==> src/rtl/porseq_pkg.sv <==
package porseq_pkg;
  // Strobes from the control to the delay-timer datapath
  typedef struct packed {
    logic clear;  // force the count to zero
    logic count;  // advance the count by one
  } tmrStrobe_t;
endpackage

==> src/rtl/porseq_sync.sv <==
module porseq_sync #(
  parameter int STAGES = 2
) (
  input  logic clk,
  input  logic rstAsync,
  input  logic din,
  output logic dout
);
  logic [STAGES-1:0] shift;

  always_ff @(posedge clk or posedge rstAsync) begin
    if (rstAsync) shift <= '0;
    else          shift <= {shift[STAGES-2:0], din};
  end

  assign dout = shift[STAGES-1];
endmodule

==> src/rtl/porseq_timer.sv <==
module porseq_timer
  import porseq_pkg::*;
#(
  parameter int unsigned DELAY = 18000
) (
  input  logic       clk,
  input  logic       porPulse,
  input  tmrStrobe_t strb,
  output logic       atLast,
  output logic       sat
);
  localparam int CNT_W = $clog2(DELAY + 1);
  localparam logic [CNT_W-1:0] LAST = CNT_W'(DELAY - 1);
  localparam logic [CNT_W-1:0] FULL = CNT_W'(DELAY);

  logic [CNT_W-1:0] cnt;

  always_ff @(posedge clk or posedge porPulse) begin
    if (porPulse)        cnt <= '0;
    else if (strb.clear) cnt <= '0;
    else if (strb.count) cnt <= cnt + 1'b1;
  end

  assign atLast = (cnt == LAST);
  assign sat    = (cnt == FULL);

  // a saturated count holds until cleared
  a_r7_saturate: assert property (@(posedge clk) disable iff (porPulse)
    (sat && !strb.clear) |=> sat);

  // without a strobe the count does not move
  a_r2_idle: assert property (@(posedge clk) disable iff (porPulse)
    (!strb.count && !strb.clear) |=> $stable(cnt));
endmodule

==> src/rtl/porseq_ctrl.sv <==
module porseq_ctrl
  import porseq_pkg::*;
(
  input  logic       clk,
  input  logic       porPulse,
  input  logic       mclrSync,
  input  logic       cfgExtMclr,
  input  logic       atLast,
  input  logic       sat,
  output tmrStrobe_t strb,
  output logic       chipRst,
  output logic       pinIsGpio
);
  logic effMclr;
  logic rstLatch;

  assign effMclr   = cfgExtMclr ? mclrSync : 1'b1;
  assign pinIsGpio = ~cfgExtMclr;

  always_comb begin
    strb.clear = ~effMclr;
    strb.count = effMclr & ~sat;
  end

  always_ff @(posedge clk or posedge porPulse) begin
    if (porPulse)                    rstLatch <= 1'b1;
    else if (!effMclr)               rstLatch <= 1'b1;
    else if (strb.count && atLast)   rstLatch <= 1'b0;
  end

  assign chipRst = rstLatch | porPulse;

  // latch still set when the power-on pulse ends
  a_r1_hold: assert property (@(posedge clk) $fell(porPulse) |-> rstLatch);

  // a low effective master clear sets the latch on the next edge
  a_r4_reenter: assert property (@(posedge clk) disable iff (porPulse)
    !effMclr |=> rstLatch);

  // release only on the terminal count with master clear high
  a_r3_release: assert property (@(posedge clk) disable iff (porPulse)
    $fell(rstLatch) |-> $past(effMclr && atLast));
endmodule

==> src/rtl/porseq_top.sv <==
module porseq_top
  import porseq_pkg::*;
#(
  parameter int unsigned DELAY = 18000,
  parameter int          SYNC_STAGES = 2
) (
  input  logic clk,
  input  logic porPulse,
  input  logic mclrPin,
  input  logic cfgExtMclr,
  output logic chipRst,
  output logic pinIsGpio
);
  logic       mclrSync;
  logic       atLast;
  logic       sat;
  tmrStrobe_t strb;

  porseq_sync #(.STAGES(SYNC_STAGES)) uSync (
    .clk(clk), .rstAsync(porPulse), .din(mclrPin), .dout(mclrSync)
  );

  porseq_ctrl uCtrl (
    .clk(clk), .porPulse(porPulse), .mclrSync(mclrSync),
    .cfgExtMclr(cfgExtMclr), .atLast(atLast), .sat(sat),
    .strb(strb), .chipRst(chipRst), .pinIsGpio(pinIsGpio)
  );

  porseq_timer #(.DELAY(DELAY)) uTimer (
    .clk(clk), .porPulse(porPulse), .strb(strb),
    .atLast(atLast), .sat(sat)
  );
endmodule

==> config.mk <==
export PLATFORM = sky130hd
export DESIGN_NAME = porseq_top
export DESIGN_NICKNAME = d
export VERILOG_FILES = /design/src/rtl/porseq_pkg.sv /design/src/rtl/porseq_sync.sv /design/src/rtl/porseq_timer.sv /design/src/rtl/porseq_ctrl.sv /design/src/rtl/porseq_top.sv
export SDC_FILE = /design/constraint.sdc
export NUM_CORES = 1
export LEC_CHECK = 0
export BUFFER_PORTS_ARGS = -buffer_cell sky130_fd_sc_hd__buf_2
export CAP_MARGIN = 20
export CORE_MARGIN = 2
export CORE_UTILIZATION = 52
export DETAILED_ROUTE_END_ITERATION = 8
export GPL_ROUTABILITY_DRIVEN = 1
export GPL_TIMING_DRIVEN = 0
export PLACE_DENSITY = 0.73
export SLEW_MARGIN = 10
export SYNTH_ARGS = -nofsm -noshare
export SYNTH_HDL_FRONTEND = slang
export SYNTH_SLANG_ARGS = --single-unit
==> constraint.sdc <==
create_clock -name clk -period 1.6 [get_ports clk]
set_clock_uncertainty 0.2 [all_clocks]
set_input_delay 0.16 -clock clk [delete_from_list [all_inputs] [get_ports clk]]
set_output_delay 0.16 -clock clk [all_outputs]
set_load 0.02 [all_outputs]
Word-level counts from Yosys, hierarchy flattened --
Index checks and enable logic that the tools add are counted.
Word-level totals: input bits 4, bits in registers 18, output and inout bits 2, word-level logic and storage cells 18
Operators by class: equal/unequal tests 4, bitwise logic cells 4, mux-type cells 5, reductions and logical operators 1, add/sub/neg operators 1
Operator list (number):
- == test 15 bit (second input constant) | 2
- two-way mux 15 bit | 2
- adder 15 x 1 -> 15 bit (second input constant) | 1
- two-way mux 1 bit | 3
- != test 2 x 1 -> 1 bit (second input constant) | 1
- != test 2 bit (second input constant) | 1
- inverter 1 bit | 2
- AND 1 bit | 1
- logical AND 1 bit | 1
- OR 1 bit | 1

Longest topological paths before layout --
depth after elaboration 6, mapped depth 6, mapped depth without buffers 6

Cells and area by module --
A second synthesis with hierarchy kept.
Unflattened totals: cells, all modules 98, area, all modules 924.6 um^2
Modules (own cells, without submodules):
- porseq_timer | cells each 87, times used 1, area an instance 799.5 um^2, sequential area each 375.4 um^2
- porseq_ctrl | cells each 8, times used 1, area an instance 71.3 um^2, sequential area each 26.3 um^2
- porseq_sync | cells each 3, times used 1, area an instance 53.8 um^2, sequential area each 50.0 um^2

Worst setup path before layout --
OpenSTA, ideal clock, no wires.
path kind reg2reg, start reg uTimer.cnt[1], end reg uTimer.cnt[12], required time 1.271 ns, buffers on the path 0, setup time 0.129 ns, arrival time 1.212 ns, slack 0.058 ns, stages on the path, launching flop included 6, period minus slack after synthesis 1.542 ns, cells stage by stage dfrtp_1 > ha_1 > nand3_2 > nor4_2 > xnor2_1 > nor2_2
Between the ends: word-level cells in the longest chain between the ends 4, elaborated cells on any way between the ends 7, those cells by class 1 x add/sub; 2 x eq/ne; 2 x mux; 2 x bitwise
RTL lines:
- start: declaration | RTL line porseq_timer.sv:16 | logic [CNT_W-1:0] cnt;
- start signal: assignment | RTL line porseq_timer.sv:21 | else if (strb.count) cnt <= cnt + 1'b1;
- branches (longest 4 deep; another with adder 15 x 1 -> 15 bit)
Several ways; the timed one is not identified. The select of a mux whose other input is x is not followed. A chain may end at the register's enable or synchronous reset.

Worst setup path after layout --
start reg uTimer.cnt[0], end reg uTimer.cnt[0]
Same word-level chain as after synthesis.

==> summary.md <==
| Metric | Value |
|---|---|
| Status | `complete, but fails checks` |
| Failing checks | `setup timing` |
| Setup-failing EPs final | `2` |
| Clock Path Buffers | `2` |
| ANT cells | `0` |
| Hold_ws | `0.0493 ns` |
| Unique masters post-synth | `30` |
| Hold Crit Class | `in2reg` |
| Die boundary height | `46.7 um` |
| Power Density | `846 nW/um^2` |
| GP Congestion | `0.785` |
| Share of cells above drive strength 1 | `30.8%` |
| CP Max Fanout | `4` |
| First-pass DRT Iterations | `4` |
| Setup WS pre-CTS | `-0.147 ns` |
| CP delay by family, top | `simple AND/OR/NAND/NOR gates` |
| Mapped Area | `946 um^2` |
| Most frequent cells in the layout | `16 x dfrtp_1, 13 x nor2_1, 7 x nand2_1, 7 x xnor2_1, 6 x inv_1` |
| Worst setup path category | `reg2reg` |
| Initial antenna violation count | `0` |
| Total Wirelength | `1.79 mm` |
| Rows | `15` |
| First-pass GRT wire length | `2.88 mm` |
| Critical path startpoint category | `flop` |
| Io pins | `6` |
| WP buf/inv | `1` |
| Vias in the first global route | `655` |
| HPWL after detailed placement | `1.22 mm` |
| CTS root buf | `clkbuf_4` |
| Relative slew slack | `55.7%` |
| Clock-pin slew on the worst setup and hold paths | `0.11 ns` |
| Initial Util | `54.8%` |
| Cells after Synth | `94` |
| Syn-to-layout area delta | `21.3%` |
| Crit path max-delay cell type | `dfrtp_1` |
| ANT nets after route | `0` |
| Critical Path AT | `1.63 ns` |
| Crit-path cells | `inv_2 > ha_4 > and4bb_2 > and4_4 > xnor2_2 > nor2_1` |
| CTS sink count | `18` |
| WP data required | `1.58 ns` |
| Final core occ | `66.4%` |
| RSZ-0062 raised after global routing | `true` |
| Final Hold Viols | `0` |
| Commonest non-fill, non-tap cell in the layout | `dfrtp_1` |
| Routed length per instance | `13.6 um` |
| FMAX | `606 MHz` |
| Worst Tran Pin Value | `0.664 ns` |
| GRT Overall Usage | `19.1%` |
| Die Footprint | `2180 um^2` |
| DR iter-0 viols | `14` |
| Clock latency on the worst-skew pair | `0.29 ns` |
| Pins Over Slew Limit | `0` |
| Die Width | `46.7 um` |
| Seq cells post-synth | `18` |
| Routed vias/inst | `5.31` |
| Syn Nets | `100` |
| Period utilisation layout | `103%` |
| CP Capture Type | `flop` |
| Port bufs | `5` |
| Vias | `701` |
| Leak | `0.494 nW` |
| GRT overflow | `0` |
| CP max stage delay | `0.43 ns` |
| Syn avg cell area | `10.1 um^2` |
| Final worst slack | `-0.0514 ns` |
| Max VDD drop | `0.000564 V` |
| Synth warn | `0` |
| TritonCTS clock tree | `done` |
| Drt drc | `0` |
| Largest net degree at the start of global routing | `19` |
| Area of the core | `1730 um^2` |
| Sequential cell area fraction in the yosys report | `47.8%` |
| Post-layout min period | `1.65 ns` |
| Maximum level of the CTS H-tree | `1` |
| Fin nets | `114` |
| Number of buffers created by CTS | `3` |
| Max-Cap Viols | `0` |
report_power, final:
| group | internal (mW) | switching [mW] |
|---|---|---|
| sequential | 0.497 | 0.0669 |
| combinational | 0.0883 | 0.0875 |
| clock | 0.0968 | 0.134 |
stage by stage:
step | total power [mW] | std cells | cell area, um^2 | TNS, ns
6_report | 0.971 | 132 | 1150 | -0.0765
5_1_grt | 1.03 | 132 | 1150 | -0.425
4_1_cts | 0.939 | 132 | 1080 | -0.0513
3_5_place_dp | 0.674 | 124 | 1000 | -0.356
3_3_place_gp | 0.667 | 124 | 1000 | -0.186
2_1_floorplan | 0.638 | 94 | 946 | 0
state kept, by name, summed over array words and instances (netlist names):
register / cells
uSync.shift: 2
uCtrl.rstLatch: 1
uTimer.cnt: 15
cell families after synthesis:
logic type                 count (synthesis)  synth area share, %
adders and majority gates                  2                 2.65
AOI/OAI and AO/OA                          9                 6.09
and+or+nand+nor                           47                 31.1
buffers and inverters                      8                 3.17
DFF                                       18                 47.8
xor gates and xnor gates                  10                 9.26
final cells by class:
class / instances / area, um^2
buffer: 1 / 5.00
clock buffer: 4 / 26.3
fill: 146 / 579
inverter: 7 / 26.3
multi-input combinational: 68 / 546
sequential: 18 / 453
tap: 25 / 31.3
timing repair buffer: 9 / 60.1
what timing repair did:
item | CTS | global route
gates cloned | 0 | 0
hold endpoints to repair | 18 | 0
pin swaps | 1 | 1
resized for setup | 4 | 14
hold buffers | 2 | 0
endpoints found under the setup margin | 6 | 12
buffers inserted | 2 | 0
routing by layer:
layer  vias to the layer above  share of wire [%]  track usage [%]
met1                       340                 45             24.1
met5                         -                  0                0
li1                        349                  -                -
met2                         8                 52             32.5
met4                         0                1.9             6.67
met3                         4                1.5             3.53
cells in the mapped netlist, drive strengths merged:
cell / number / area (um^2)
a21oi: 2 / 10.0
a31o: 1 / 8.76
a31oi: 1 / 6.26
a41o: 1 / 10.0
and4: 1 / 11.3
and4b: 1 / 10.0
and4bb: 1 / 12.5
clkbuf: 1 / 3.75
dfrtp: 17 / 425
dfstp: 1 / 26.3
ha: 2 / 25.0
inv: 7 / 26.3
nand2: 8 / 30.0
nand2b: 1 / 6.26
nand3: 7 / 57.6
nand3b: 2 / 15.0
nor2: 15 / 58.8
nor3: 5 / 30.0
nor3b: 1 / 12.5
nor4: 3 / 37.5
o21ai: 3 / 15.0
o31ai: 1 / 7.51
or2: 1 / 6.26
or3: 1 / 6.26
xnor2: 8 / 70.1
xor2: 2 / 17.5
final timing paths:
path                            cells after the start  slack [ns]                         to                      start
min in group asynchronous                           3        0.31  uTimer.cnt[0]$_DFFE_PP0P_                   porPulse
worst max-delay path                                6       -0.05  uTimer.cnt[0]$_DFFE_PP0P_  uTimer.cnt[0]$_DFFE_PP0P_
worst min register to register                      0        0.16   uSync.shift[1]$_DFF_PP0_   uSync.shift[0]$_DFF_PP0_
worst min-delay path                                4        0.05  uTimer.cnt[5]$_DFFE_PP0P_                 cfgExtMclr
worst max register to register                      6       -0.05  uTimer.cnt[0]$_DFFE_PP0P_  uTimer.cnt[0]$_DFFE_PP0P_
max in group asynchronous                           3        0.43  uTimer.cnt[2]$_DFFE_PP0P_                   porPulse
worst min-delay path, cell delays in order:
cell and delay [ns]:
buf_2 0.10, inv_1 0.06, nor2_1 0.07, a21oi_1 0.11
(Power assumes the default switching activity.)
